<file path="src/rtl/bju_pkg.sv">
package bju_pkg;

    localparam int unsigned XW = 32;

    localparam logic [6:0] OP_BRANCH = 7'b1100011;
    localparam logic [6:0] OP_JAL    = 7'b1101111;
    localparam logic [6:0] OP_JALR   = 7'b1100111;

    typedef enum logic [1:0] {
        K_SEQ  = 2'd0,
        K_BR   = 2'd1,
        K_JAL  = 2'd2,
        K_JALR = 2'd3
    } kind_e;

    typedef enum logic [2:0] {
        C_EQ  = 3'b000,
        C_NE  = 3'b001,
        C_LT  = 3'b100,
        C_GE  = 3'b101,
        C_LTU = 3'b110,
        C_GEU = 3'b111
    } cond_e;

    typedef struct packed {
        logic [XW-1:0] next_pc;
        logic          taken;
        logic          link_en;
        logic [XW-1:0] link_pc;
        logic          misalign;
    } res_t;

    function automatic logic [XW-1:0] imm_branch(input logic [31:0] w);
        return {{(XW-12){w[31]}}, w[7], w[30:25], w[11:8], 1'b0};
    endfunction

    function automatic logic [XW-1:0] imm_jump(input logic [31:0] w);
        return {{(XW-20){w[31]}}, w[19:12], w[20], w[30:21], 1'b0};
    endfunction

    function automatic logic [XW-1:0] imm_reg(input logic [31:0] w);
        return {{(XW-12){w[31]}}, w[31:20]};
    endfunction

endpackage

</file>
<file path="src/rtl/bju_decode.sv">
module bju_decode
    import bju_pkg::*;
(
    input  logic [6:0] opcode_i,
    input  logic [2:0] f3_i,
    output kind_e      kind_o
);
    always_comb begin
        kind_o = K_SEQ;
        if (opcode_i == OP_BRANCH)                     kind_o = K_BR;
        else if (opcode_i == OP_JAL)                   kind_o = K_JAL;
        else if (opcode_i == OP_JALR && f3_i == 3'b000) kind_o = K_JALR;
    end
endmodule

</file>
<file path="src/rtl/bju_cmp.sv">
module bju_cmp
    import bju_pkg::*;
(
    input  logic [XW-1:0] a_i,
    input  logic [XW-1:0] b_i,
    input  logic [2:0]    f3_i,
    output logic          hit_o
);
    logic eq, lt_s, lt_u;

    assign eq   = (a_i == b_i);
    assign lt_s = ($signed(a_i) < $signed(b_i));
    assign lt_u = (a_i < b_i);

    always_comb begin
        case (f3_i)
            C_EQ:    hit_o = eq;
            C_NE:    hit_o = !eq;
            C_LT:    hit_o = lt_s;
            C_GE:    hit_o = !lt_s;
            C_LTU:   hit_o = lt_u;
            C_GEU:   hit_o = !lt_u;
            default: hit_o = 1'b0;
        endcase
    end
endmodule

</file>
<file path="src/rtl/bju_target.sv">
module bju_target
    import bju_pkg::*;
(
    input  kind_e         kind_i,
    input  logic [XW-1:0] pc_i,
    input  logic [31:0]   inst_i,
    input  logic [XW-1:0] rs1_i,
    output logic [XW-1:0] tgt_o
);
    logic [XW-1:0] base, offs, sum;

    always_comb begin
        base = pc_i;
        offs = imm_branch(inst_i);
        case (kind_i)
            K_JAL:   offs = imm_jump(inst_i);
            K_JALR: begin
                base = rs1_i;
                offs = imm_reg(inst_i);
            end
            default: ;
        endcase
    end

    assign sum   = base + offs;
    assign tgt_o = (kind_i == K_JALR) ? {sum[XW-1:1], 1'b0} : sum;
endmodule

</file>
<file path="src/rtl/bju_next_pc.sv">
module bju_next_pc
    import bju_pkg::*;
#(
    parameter bit HALF_FETCH = 1'b0
) (
    input  logic          clk,
    input  logic          rst,
    input  logic [31:0]   pc_i,
    input  logic [31:0]   inst_i,
    input  logic [31:0]   rs1_i,
    input  logic [31:0]   rs2_i,
    output logic [31:0]   next_pc_o,
    output logic          taken_o,
    output logic          link_en_o,
    output logic [31:0]   link_pc_o,
    output logic          misalign_o
);
    kind_e         kind;
    logic          cond_hit;
    logic [XW-1:0] tgt;
    logic [XW-1:0] seq_pc;
    logic          want;
    logic          bad;
    res_t          d, q;
    logic          primed;

    bju_decode u_dec (
        .opcode_i (inst_i[6:0]),
        .f3_i     (inst_i[14:12]),
        .kind_o   (kind)
    );

    bju_cmp u_cmp (
        .a_i   (rs1_i),
        .b_i   (rs2_i),
        .f3_i  (inst_i[14:12]),
        .hit_o (cond_hit)
    );

    bju_target u_tgt (
        .kind_i (kind),
        .pc_i   (pc_i),
        .inst_i (inst_i),
        .rs1_i  (rs1_i),
        .tgt_o  (tgt)
    );

    assign seq_pc = pc_i + 32'd4;
    assign want   = (kind == K_JAL) || (kind == K_JALR) || ((kind == K_BR) && cond_hit);

    generate
        if (HALF_FETCH) begin : g_half
            assign bad = 1'b0;
        end else begin : g_word
            assign bad = want && tgt[1];
        end
    endgenerate

    always_comb begin
        d.taken    = want && !bad;
        d.next_pc  = d.taken ? tgt : seq_pc;
        d.link_en  = ((kind == K_JAL) || (kind == K_JALR)) && !bad;
        d.link_pc  = seq_pc;
        d.misalign = bad;
    end

    always_ff @(posedge clk) begin
        if (rst) begin
            q      <= '0;
            primed <= 1'b0;
        end else begin
            q      <= d;
            primed <= 1'b1;
        end
    end

    assign next_pc_o  = q.next_pc;
    assign taken_o    = q.taken;
    assign link_en_o  = q.link_en;
    assign link_pc_o  = q.link_pc;
    assign misalign_o = q.misalign;

    a_r7_link_value: assert property (@(posedge clk) disable iff (rst)
        primed |-> link_pc_o == $past(pc_i) + 32'd4);

    a_r8_fault_blocks_redirect: assert property (@(posedge clk) disable iff (rst)
        primed && misalign_o |-> !taken_o && !link_en_o && next_pc_o == link_pc_o);

    a_r5_jump_taken: assert property (@(posedge clk) disable iff (rst)
        primed && $past(inst_i[6:0]) == OP_JAL && !misalign_o |-> taken_o && link_en_o);

    a_r2_plain_sequential: assert property (@(posedge clk) disable iff (rst)
        primed && $past(inst_i[6:0]) != OP_JAL && $past(inst_i[6:0]) != OP_JALR
               && $past(inst_i[6:0]) != OP_BRANCH
        |-> !taken_o && !link_en_o && !misalign_o && next_pc_o == link_pc_o);

    a_r3_equal_taken: assert property (@(posedge clk) disable iff (rst)
        primed && $past(inst_i[6:0]) == OP_BRANCH && $past(inst_i[14:12]) == 3'b000
               && $past(rs1_i) == $past(rs2_i) && !misalign_o |-> taken_o);

    a_r9_half_never_faults: assert property (@(posedge clk) disable iff (rst)
        primed && HALF_FETCH |-> !misalign_o);

endmodule

</file>
<file path="config.mk">
export PLATFORM = sky130hd
export DESIGN_NAME = bju_next_pc
export DESIGN_NICKNAME = d
export VERILOG_FILES = /design/src/rtl/bju_pkg.sv /design/src/rtl/bju_decode.sv /design/src/rtl/bju_cmp.sv /design/src/rtl/bju_target.sv /design/src/rtl/bju_next_pc.sv
export SDC_FILE = /design/constraint.sdc
export NUM_CORES = 1
export LEC_CHECK = 0
export BUFFER_PORTS_ARGS = -buffer_cell sky130_fd_sc_hd__buf_2
export CORE_ASPECT_RATIO = 1.1
export CORE_MARGIN = 4
export CORE_UTILIZATION = 44
export DETAILED_ROUTE_END_ITERATION = 7
export GPL_TIMING_DRIVEN = 0
export PLACE_DENSITY = 0.72
export SKIP_LAST_GASP = 1
export SYNTH_ARGS = -nofsm -noshare
export SYNTH_HDL_FRONTEND = slang
export SYNTH_HIERARCHICAL = 1
export SYNTH_SLANG_ARGS = --single-unit
</file>
<file path="constraint.sdc">
create_clock -name clk -period 4.74 [get_ports clk]
set_input_delay 0 -clock clk [delete_from_list [all_inputs] [get_ports clk]]
set_output_delay 0 -clock clk [all_outputs]
set_load 0.05 [all_outputs]
</file>
==> Word level (Yosys, flattened, before mapping) <==
Index checks and enable logic that the tools add are counted.
{ "op_classes": {"addsub": 2, "magnitude_cmp": 2, "n_eq_ne": 12, "n_mux": 8, "reduce_logical": 12} }
{ "ops": {"columns": ["cell", "n"], "rows": [
  ["32-bit less-than comparator", 2],
  ["32-bit 2-to-1 mux", 2],
  ["20-bit case mux with 2 select lines", 1],
  ["32-bit by 3-bit adder with 32-bit output (second input constant)", 1],
  ["32-bit adder", 1],
  ["32-bit equality test", 1],
  ["7-bit equality test (second input constant)", 3],
  ["3-bit equality test (second input constant)", 4],
  ["2-bit 2-to-1 mux", 3],
  ["1-bit case mux with 6 select lines", 1],
  ["1-bit logical AND", 5],
  ["2-bit equality test (second input constant)", 2],
  ["1-bit logical NOT", 4],
  ["3-bit by 1-bit equality test with 1-bit output (second input constant)", 1],
  ["3-bit logical NOT", 1],
  ["2-bit by 1-bit equality test with 1-bit output (second input constant)", 1],
  ["1-bit logical OR", 2],
  ["1-bit 2-to-1 mux", 1]
]} }
{ "totals": {"regBits": 67, "inputBits": 130, "out_inout_bits": 67, "elab_cells": 41} }

==> Longest topological paths before layout <==
Gate-level depths: netlist of the first run.
{ "logic_depth": {"depth_word": 12, "ltp_mapped": 18, "depth_no_buf": 16} }

==> By module <==
Netlist of the first run, hierarchy kept.
{ "modules_own_cells": {"columns": ["module", "n_inst", "cells_per_inst", "area_each_um2", "seq_area_each_um2"], "rows": [
  ["bju_next_pc", 1, 307, 2766.4, 1341.3],
  ["bju_target", 1, 305, 2273.4, 0.0],
  ["bju_cmp", 1, 120, 864.6, 0.0],
  ["bju_decode", 1, 7, 50.0, 0.0]
]} }

==> Worst setup path before layout of the first run <==
No wires, ideal clock.
{ "synth_path": {"path_type": "input to register", "from": "input port inst_i[13]", "to": "register q (netlist bit next_pc_o[30])", "setup_ps": 122, "arrival_ps": 4378, "required_time_ps": 4618, "setup_slack_ps": 240, "path_stages": 17, "n_path_buf": 2, "path_cell_list": "or3_4 -> a211oi_1 -> clkbuf_1 -> nand2_1 -> buf_1 -> mux2_2 -> ha_1 -> inv_1 -> fa_1 -> and2b_1 -> o31a_2 -> o211a_1 -> a221o_1 -> o2bb2ai_4 -> nor4b_1 -> or4_1 -> a221o_1"} }
{ "synth_via": {"word_cells_on_any_way": 24, "cone_classes": "1 x add/sub; 8 x eq/ne; 7 x mux; 8 x reduce/logical"} }
{ "synth_lines": {"columns": ["item", "line_no", "source"], "rows": [
  ["from (decl)", "bju_next_pc.sv:9", "input logic [31:0] inst_i,"],
  ["3-bit logical NOT *", "bju_decode.sv:12", "else if (opcode_i == OP_JALR && f3_i == 3'b000) kind_o = K_JALR;"],
  ["1-bit logical AND *", "bju_decode.sv:12", null],
  ["2-bit 2-to-1 mux *", "bju_decode.sv:12", null],
  ["2-bit 2-to-1 mux *", "bju_decode.sv:11", "else if (opcode_i == OP_JAL) kind_o = K_JAL;"],
  ["2-bit 2-to-1 mux *", "bju_decode.sv:10", "if (opcode_i == OP_BRANCH) kind_o = K_BR;"],
  ["named net kind[1]", "bju_next_pc.sv:18", "kind_e kind;"],
  ["2-bit equality test", "bju_target.sv:15", "case (kind_i)"],
  ["20-bit case mux with 2 select lines / 32-bit 2-to-1 mux (equally long branches)", "bju_target.sv:15", null],
  ["32-bit adder *", "bju_target.sv:25", "assign sum = base + offs;"],
  ["named net tgt[30]", "bju_next_pc.sv:20", "logic [XW-1:0] tgt;"],
  ["32-bit 2-to-1 mux *", "bju_next_pc.sv:61", "d.next_pc = d.taken ? tgt : seq_pc;"],
  ["to (signal assigned)", "bju_next_pc.sv:69", "q <= '0;"],
  ["to (signal assigned)", "bju_next_pc.sv:72", "q <= d;"],
  ["to (decl)", "bju_next_pc.sv:24", "res_t d, q;"]
]} }
Mark *: on every way through the listed nets, which the timed path passes. The rest lies on a longest branch.
A chain may end at the register's enable or synchronous reset.

==> Worst setup path after layout of the first run <==
Ends and elaborated chain as after synthesis.

==> results.json, run 1 <==
{
  "status": "finished, final reports clean",
  "synth_compound_area_share_pct": 23.49,
  "routedWlPerCell_um": 16.83,
  "rsz0062_at_grt": "false",
  "grt_pass1_vias": 5937,
  "num-nets-final": 1150,
  "path_clk_slew_ns": 0.05,
  "cts_tree": "built",
  "final.period_utilization_pct": 97.07,
  "layout_commonest_cell": "buf_2",
  "drt_iter0_drc": 574,
  "ys.flop_type": "dfxtp_1",
  "cts_max_level": 3,
  "path_class": "in2reg",
  "die_x_um": 118.9,
  "start_util_pct": 45.07,
  "drv_slew": 0,
  "finalHoldViolations": 0,
  "synth_cells": 739,
  "synth-simple-area-share_pct": 21.73,
  "cts-root-buf": "clkbuf_16",
  "final_util_pct": 57.52,
  "synth_edf_count": 0,
  "peakVddDrop_uv": 209.0,
  "ys_seq_area_share_pct": 22.53,
  "power_mw": 1.995,
  "worstPathRequired_ns": 4.94,
  "synth_xor_area_share_pct": 5.884,
  "fmax_mhz": 217.3,
  "gp_congestion": 0.9333,
  "numCtsBuffers": 9,
  "crit_path_start": "inst_i[13]",
  "layout.cells.non_filler": 1123,
  "numPortBuffers": 195,
  "first_pass_iters": 6,
  "synth-seq-cells": 67,
  "cp-end-kind": "flip-flop",
  "vias": 6455,
  "antenna_left": 0,
  "drc": 0,
  "min_period_ns": 4.601,
  "synth-async-reset-ratio_pct": 0,
  "layout_common_cells": "buf_2, dfxtp_1, ha_1",
  "grt_pass1_wl_um": 29220,
  "cp-start-kind": "primary input",
  "dp_cells": 1095,
  "grt_max_degree": 15,
  "layout-drive-gt1-share_pct": 28.65,
  "tightest_slew_ns": 0.8433,
  "fin_ws_ns": 0.1388,
  "numClockSinks": 67,
  "power_leakage_nw": 3.644,
  "core_um2": 13210,
  "crit_arrival_ns": 4.80,
  "synth.distinct_cells": 74,
  "clock_path_buffers": 2,
  "max_slew_margin_pct": 43.26,
  "synth_top_family_by_area": "compound AO/OA/AOI/OAI gates",
  "area_delta_synth_final_pct": 27.63,
  "synthAdderAreaFrac_pct": 13.78,
  "setup_viol": 0,
  "dpl_worst_slack_ns": -0.7755,
  "synth_fp_nets": 934,
  "ios": 197,
  "muxShareOfSynthArea_pct": 7.144,
  "dieArea_um2": 15460,
  "vias_per_cell": 5.748,
  "worstHoldPathType": "in2reg",
  "antenna_found_initial": 2,
  "crit_fanout": 10,
  "std_cell_rows": 44,
  "drv_cap": 0,
  "wl_um": 18900,
  "setup-tns-final_ns": 0,
  "grt_usage_pct": 23.35,
  "ys_warn_count": 6,
  "powerDensity_nw_per_um2": 262.5,
  "die_h_um": 130.0,
  "syn_area_um2": 5954,
  "grt_remaining_overflow": 0,
  "synth.avg_cell_area_um2": 8.057,
  "dp_hpwl_um": 15880,
  "crit_end": "next_pc_o[30]",
  "min_from": "pc_i[26]"
}
[sequential cells by signal (all words and copies together) (netlist names)]
register	cells
taken_o	1
misalign_o	1
next_pc_o	32
link_en_o	1
link_pc_o	32
[metrics by stage]
step                      cell area [µm²]  hold WS (ns)
after global routing                 7600       0.03596
after floorplan                      5954       0.07238
after detailed placement             7132        0.2980
after CTS                            7581       0.01227
final                                7600       0.02615
after global placement               7132        0.2950
[power by group]
group          switching [mW]  leakage (nW)  internal, mW
Clock                   0.232         0.158         0.490
Combinational           0.423          2.93         0.247
Sequential            0.00729         0.558         0.596
Total                   0.662          3.64          1.33
[worst max-delay path: stages]
cell and delay [ns]:
buf_2 0.12, or3_4 0.41, a211oi_4 0.36, buf_4 0.24
nand2_1 0.19, buf_4 0.26, mux2_2 0.28, ha_1 0.23
inv_1 0.08, fa_1 0.19, and2b_1 0.20, o31a_2 0.32
o211a_1 0.30, a221o_1 0.46, o2bb2ai_4 0.18, nor4b_1 0.08
or4_1 0.53, a221o_1 0.35
[per-layer routing]
| layer | vias to the layer above | share of wire (%) | routed length, µm | global-route usage, % |
|---|---|---|---|---|
| li1 | 3181 | - | - | - |
| met1 | 2956 | 44 | 8303 | 31.17 |
| met2 | 290 | 46 | 8781 | 38.96 |
| met3 | 28 | 7.8 | 1465 | 3.338 |
| met4 | 0 | 1.9 | 350 | 8.044 |
| met5 | - | 0 | 0 | 0 |
[cell families (layout without fill, tap and decap cells)]
group                    after synthesis  count (layout)
other                                  0               2
adder cells (fa/ha/maj)               65              65
AND/OR/NAND/NOR                      241             241
flip-flops                            67              67
buffers and inverters                 82             303
AO/OA/AOI/OAI                        206             206
multiplexers                          38              38
XOR/XNOR                              40              40
[synthesized netlist by cell type (12+ instances only)]
cell      instances  area [µm²]
mux2_2           36       405.4
a21oi_1          62       310.3
dfxtp_1          67        1341
nand4_1          19       118.9
nand2_1          59       221.5
xnor2_1          27       236.5
xor2_1           13       113.9
o21ai_0          34       170.2
or4_1            15       112.6
a21o_1           20       150.1
ha_1             64       800.8
clkbuf_1         22       82.58
or3_1            14       87.58
nor3_1           12       60.06
nand3_1          26       130.1
o211ai_1         12       90.09
nor2_1           44       165.2
inv_1            52       195.2
[worst min path at each step]
stage / to / cells after the start
detailed placement: next_pc_o[0] / 2
CTS: link_pc_o[26] / 3
global placement: link_pc_o[0] / 2
global route: link_pc_o[29] / 3
floorplan: link_pc_o[2] / 1
finish: link_pc_o[26] / 3
[area by class of cell]
class	count	area (µm²)
diodes	2	5.005
plain buffers	30	137.6
clock buffers	11	252.7
clock inverters	5	83.83
fillers	1263	5613
inverters	52	195.2
multi-input cells	590	4307
flip-flops and latches	67	1341
well taps	161	201.4
repair buffers	205	1076
[repair_timing]
action | in CTS | in global routing
endpoints found under the hold margin | 12 | 0
gates resized for setup | 4 | 9
hold buffers | 10 | 0
setup endpoints to repair | 4 | 3
setup buffers | 0 | 0
Power figures use the tool's default switching activity.
==> run 2, diff against run 1 <==
--- a/config.mk
+++ b/config.mk
@@ -5,13 +5,16 @@
 export SDC_FILE = /design/constraint.sdc
 export NUM_CORES = 1
 export LEC_CHECK = 0
+export ABC_AREA = 1
 export BUFFER_PORTS_ARGS = -buffer_cell sky130_fd_sc_hd__buf_2
 export CORE_ASPECT_RATIO = 1.1
 export CORE_MARGIN = 4
 export CORE_UTILIZATION = 44
+export CTS_BUF_LIST = sky130_fd_sc_hd__clkbuf_4
 export DETAILED_ROUTE_END_ITERATION = 7
+export GPL_ROUTABILITY_DRIVEN = 0
 export GPL_TIMING_DRIVEN = 0
-export PLACE_DENSITY = 0.72
+export PLACE_DENSITY = 0.7
 export SKIP_LAST_GASP = 1
 export SYNTH_ARGS = -nofsm -noshare
 export SYNTH_HDL_FRONTEND = slang
==> run 2 against run 1 <==
- count of clock-buffer cells in the layout is 2 lower
- critical path depth is 5 higher
- die area is 15% higher
- clock power is 51% lower
- maximum frequency is 38% higher
- first-iteration DRC count is 22% higher
- worst setup slack better by 1.3 ns
- area after synthesis is 16% higher
- final area is 14% higher
- hold slack better by 0.032 ns
- via count is 26% higher
- utilization is 0.71 points lower
- largest cell class unchanged
==> results.json, run 2 <==
{
  "fmax_mhz": 299.5,
  "crit_fanout": 10,
  "grt_pass1_vias": 7682,
  "crit_arrival_ns": 3.64,
  "rsz0062_at_grt": "false",
  "hold_path_end": "link_pc_o[5]",
  "area_delta_synth_final_pct": 24.73,
  "power_leakage_nw": 5.363,
  "cts_tree": "built",
  "finalHoldViolations": 0,
  "ys.flop_type": "dfxtp_1",
  "worst_path_largest_cell_delay_ns": 0.41,
  "worstHoldPathType": "in2reg",
  "powerDensity_nw_per_um2": 194.5,
  "numCtsBuffers": 9,
  "peakVddDrop_uv": 103.1,
  "synth_edf_count": 0,
  "synth_cells": 1244,
  "netlist.area_leader.share_pct": 28.63,
  "path_class": "in2reg",
  "final.period_utilization_pct": 70.45,
  "fillers": 1591,
  "ios": 197,
  "status": "finished, final reports clean",
  "dieArea_um2": 17840,
  "vias_per_cell": 4.834,
  "layout_commonest_cell": "nand2_1",
  "synth-async-reset-ratio_pct": 0,
  "die_x_um": 127.7,
  "num-nets-final": 1681,
  "numClockSinks": 67,
  "dp_cells": 1636,
  "path_cells": "buf_2, nor3_4, nand3_2, nand2_1, nand2_2, inv_2, clkbuf_1, nand2_1, nand2_1, ha_1, inv_1, fa_1, inv_1, nand3_1, nand3_1, nand2_1, nand2_1, nand3_1, nand2_1, xor2_1, or2_2, nand3_1, inv_1",
  "drt_iter0_drc": 700,
  "ys_warn_count": 6,
  "cp-end-kind": "flip-flop",
  "cp-start-kind": "primary input",
  "layout.cells.non_filler": 1688,
  "ys_seq_area_share_pct": 19.34,
  "grt_remaining_overflow": 0,
  "synth.avg_cell_area_um2": 5.576,
  "first_pass_iters": 5,
  "setup_viol": 0,
  "antenna_left": 0,
  "yosys-top-cells-area": "nand2_1, dfxtp_1, inv_1, ha_1, nor2_1",
  "std_cell_rows": 47,
  "cts-root-buf": "clkbuf_4",
  "clock_path_buffers": 2,
  "tightest_slew_ns": 0.5677,
  "dp_hpwl_um": 19070,
  "drv_slew": 0,
  "worstPathRequired_ns": 5.04,
  "grt_max_degree": 15,
  "synth.distinct_cells": 39,
  "synth-seq-cells": 67,
  "grt_usage_pct": 24.90,
  "grt_pass1_wl_um": 36270,
  "path_common_cell": "nand2_1",
  "antenna_found_initial": 1,
  "die_h_um": 139.7,
  "layout-drive-gt1-share_pct": 17.97,
  "cts_max_level": 3,
  "core_um2": 15230,
  "cts_resized": 0,
  "min_from": "pc_i[3]",
  "vias": 8160,
  "start_util_pct": 45.54,
  "wl_um": 22510,
  "cts_setup_buffers": 0,
  "synth_most_common_cell": "nand2_1",
  "path_clk_slew_ns": 0.10,
  "routedWlPerCell_um": 13.33,
  "syn_area_um2": 6937,
  "cp_slowest_cell": "fa_1",
  "drv_cap": 0,
  "synth_common_cells": "nand2_1, inv_1, nor2_1",
  "max_slew_margin_pct": 62.16,
  "hold_path_depth": 4,
  "synth_largest_area_cell": "nand2_1",
  "numPortBuffers": 196,
  "setup-tns-final_ns": 0,
  "drc": 0,
  "layout_common_cells": "nand2_1, inv_1, buf_2",
  "min_period_ns": 3.339,
  "synth_fp_nets": 1439,
  "hold_buffers": 35
}
## run 2: cell types whose count changed in the layout (fill, tap and decap cells not counted), sizes merged, moves of 15 or more
cell / before / now
nand2: 59 / 537
inv: 53 / 226
nor2: 44 / 121
nand3: 26 / 71
mux2: 36 / 0
dlygate4sd3: 10 / 35
xnor2: 27 / 4
a21o: 22 / 2
or4: 16 / 0
clkbuf: 33 / 18
o21ai: 36 / 21
or3: 15 / 0
## run 2: routing by layer
layer | GRT usage (%) | wire, µm | share of wire, % | vias to the layer above
met4 | 8.045 | 624 | 2.8 | 0
met2 | 43.00 | 10460 | 46 | 334
li1 | - | - | - | 4263
met1 | 32.62 | 9845 | 44 | 3515
met5 | 0 | 0 | 0 | -
met3 | 2.185 | 1582 | 7.0 | 48
## run 2: worst max-delay path by stage
| stage | slack, ns | depth (start not counted) | end | start |
|---|---|---|---|---|
| 6_report | 1.40 | 23 | next_pc_o[16] | inst_i[13] |
| 5_1_grt | 1.07 | 23 | next_pc_o[16] | inst_i[13] |
| 4_1_cts | 1.42 | 23 | next_pc_o[16] | inst_i[13] |
| 3_5_place_dp | 0.98 | 23 | next_pc_o[16] | inst_i[13] |
| 3_3_place_gp | 1.02 | 23 | next_pc_o[16] | inst_i[13] |
| 2_1_floorplan | 1.96 | 23 | next_pc_o[16] | inst_i[6] |
## run 2: where the power goes
| group | leakage (nW) | internal, mW | switching (mW) | total (mW) |
|---|---|---|---|---|
| sequential | 0.558 | 0.594 | 0.00702 | 0.601 |
| combinational | 4.73 | 0.246 | 0.479 | 0.725 |
| clock | 0.0733 | 0.159 | 0.198 | 0.356 |
## run 2: final cells by class
class / instances / area, µm² / share of cell area (%)
antenna: 1 / 2.502 / 0.02892
clock buffer: 9 / 67.56 / 0.7809
timing repair buffer: 231 / 1331 / 15.39
clock inverter: 7 / 68.82 / 0.7954
sequential: 67 / 1341 / 15.50
inverter: 226 / 848.3 / 9.805
multi-input combinational: 936 / 4659 / 53.85
buffer: 15 / 87.58 / 1.012
tap: 196 / 245.2 / 2.834
## run 2: kinds of logic after synthesis
family / count (synthesis) / share of synthesized area [%]
xor+xnor: 21 / 2.760
buf+inv: 241 / 13.49
compound gates: 84 / 6.493
simple gates: 766 / 46.09
flops: 67 / 19.34
fa+ha+maj: 65 / 11.83
## run 2: worst max-delay path, delay by kind of cell
| family | cells | cell delay, ns |
|---|---|---|
| buf+inv | 6 | 0.93 |
| fa+ha+maj | 2 | 0.63 |
| xor+xnor | 1 | 0.06 |
| simple gates | 14 | 2.04 |
## run 2: metrics by stage
step                util (%)  setup slack, ns  instance area (µm²)  power [mW]  hold slack (ns)
CTS                    56.79            1.415                 8650       1.686          0.03816
floorplan                  -            1.960                 6937       1.096          0.08311
detailed placement     53.59           0.9808                 8163       1.308           0.2682
global route           56.81            1.070                 8652       1.808          0.07470
finish                 56.81            1.401                 8652       1.683          0.05808
global placement       53.59            1.015                 8163       1.299           0.2503
==> run 3, diff against run 2 <==
==> constraint.sdc (replaced) <==
create_clock -name clk -period 3 [get_ports clk]
set_input_delay 0 -clock clk [delete_from_list [all_inputs] [get_ports clk]]
set_output_delay 0 -clock clk [all_outputs]
set_load 0.05 [all_outputs]
==> run 3 against run 2 <==
- sequential cell count did not move
- combinational power increased by 59%
- critical path type unchanged
- via count shrank 0.22%
- hold slack improved by 0.0043 ns
- sequential share of layout area is 0.063 points lower
- critical endpoint unchanged
- non-clock buffer count increased by 1
- highest routed layer unchanged
- sequential power increased by 58%
- cell count about the same
==> results.json, run 3 (synthesis results as in run 2) <==
{
  "status": "finished, final reports clean",
  "fin_ws_ns": 0.2488,
  "hold_slack_ns": 0.06234,
  "grt_usage_pct": 24.90,
  "layout.cells.non_filler": 1689,
  "tightest_slew_ns": 0.5467,
  "path_common_cell": "nand2_1",
  "cts_tree": "built",
  "vias": 8142,
  "numCtsBuffers": 9,
  "dp_cells": 1636,
  "start_util_pct": 45.54,
  "cts_max_level": 3,
  "cp-end-kind": "flip-flop",
  "grt_pass1_wl_um": 36270,
  "dpl_cell_area_um2": 8163,
  "final_util_pct": 57.04,
  "numPortBuffers": 196,
  "finalHoldViolations": 0,
  "multi_input_area_um2": 4679,
  "setup-tns-final_ns": 0,
  "worstHoldPathType": "in2reg",
  "peakVddDrop_uv": 162.9,
  "drv_cap": 0,
  "num-nets-final": 1682,
  "power_leakage_nw": 5.401,
  "cp-start-kind": "primary input",
  "powerDensity_nw_per_um2": 306.8,
  "antenna_left": 0,
  "dpl_worst_slack_ns": -0.7592,
  "layout_commonest_cell": "nand2_1",
  "fmax_mhz": 363.5,
  "drt_iter0_drc": 674,
  "cp_slowest_cell": "fa_1",
  "grt_max_degree": 15,
  "numClockSinks": 67,
  "die_x_um": 127.7,
  "core_um2": 15230,
  "crit_arrival_ns": 3.06,
  "stdcell_area_um2": 8687,
  "min_period_ns": 2.751,
  "crit_fanout": 10,
  "power_mw": 2.665,
  "drv_slew": 0,
  "wl_um": 22530,
  "cts-root-buf": "clkbuf_4",
  "vias_per_cell": 4.821,
  "path_cells": "buf_2, nor3_4, nand3_2, nand2_2, nand2_4, inv_2, buf_4, nand2_1, nand2_1, ha_1, inv_1, fa_1, inv_1, nand3_1, nand3_2, nand2_1, nand2_1, nand3_1, nand2_1, xor2_1, or2_2, nand3_1, inv_1",
  "layout-drive-gt1-share_pct": 18.50,
  "regArea_um2": 1341,
  "setup_viol": 0,
  "clock_path_buffers": 2,
  "layout_common_cells": "nand2_1, inv_1, buf_2",
  "dieArea_um2": 17840,
  "ios": 197,
  "die_h_um": 139.7,
  "path_clk_slew_ns": 0.10,
  "first_pass_iters": 6,
  "path_class": "in2reg",
  "fillers": 1583,
  "antenna_found_initial": 1,
  "std_cell_rows": 47,
  "area_delta_synth_final_pct": 25.23,
  "grt_pass1_vias": 7682,
  "routedWlPerCell_um": 13.34,
  "worst_path_largest_cell_delay_ns": 0.41,
  "final.period_utilization_pct": 91.71,
  "dp_hpwl_um": 19070,
  "grt_remaining_overflow": 0,
  "drc": 0,
  "worstPathRequired_ns": 3.31,
  "max_slew_margin_pct": 63.55
}
-- run 3: changes by cell type in the layout (fill, tap and decap cells not counted), sizes merged --
cell	delta
buf	+2
clkbuf	-1
-- run 3: final timing paths --
path,start,endpoint,slack (ns),cells after the start
max,inst_i[13],next_pc_o[16],0.25,23
min,pc_i[3],link_pc_o[5],0.06,4
-- run 3: layout make-up --
class | count | area share [%]
Multi-Input combinational cell | 936 | 53.87
Sequential cell | 67 | 15.44
Timing Repair Buffer | 232 | 15.41
Inverter | 226 | 9.765
Tap cell | 196 | 2.823
Buffer | 15 | 1.095
Clock inverter | 7 | 0.7922
Clock buffer | 9 | 0.7778
Antenna cell | 1 | 0.02881
-- run 3: routing by layer --
metal,share of wire [%],track usage (%)
met1,44,32.62
met2,46,43.00
met3,6.7,2.185
met4,2.8,8.045
met5,0,0
-- run 3: where the power goes --
part,switching (mW),internal (mW),total [mW]
Sequential,0.0111,0.939,0.950
Combinational,0.758,0.389,1.15
Clock,0.318,0.251,0.568
Total,1.09,1.58,2.67
-- run 3: repair_timing --
item / CTS / global route
hold buffers: 35 / 0
setup buffers: 0 / 1
hold endpoints to repair: 49 / 0
setup endpoints to repair: 31 / 23
pin swaps: 0 / 1
gates resized for setup: 3 / 11
-- run 3: worst max-delay path: cells and delay by family --
family / cells / cell delay [ns]
adder cells (fa/ha/maj): 2 / 0.62
XOR/XNOR: 1 / 0.06
buffers and inverters: 6 / 0.69
AND/OR/NAND/NOR: 14 / 1.69
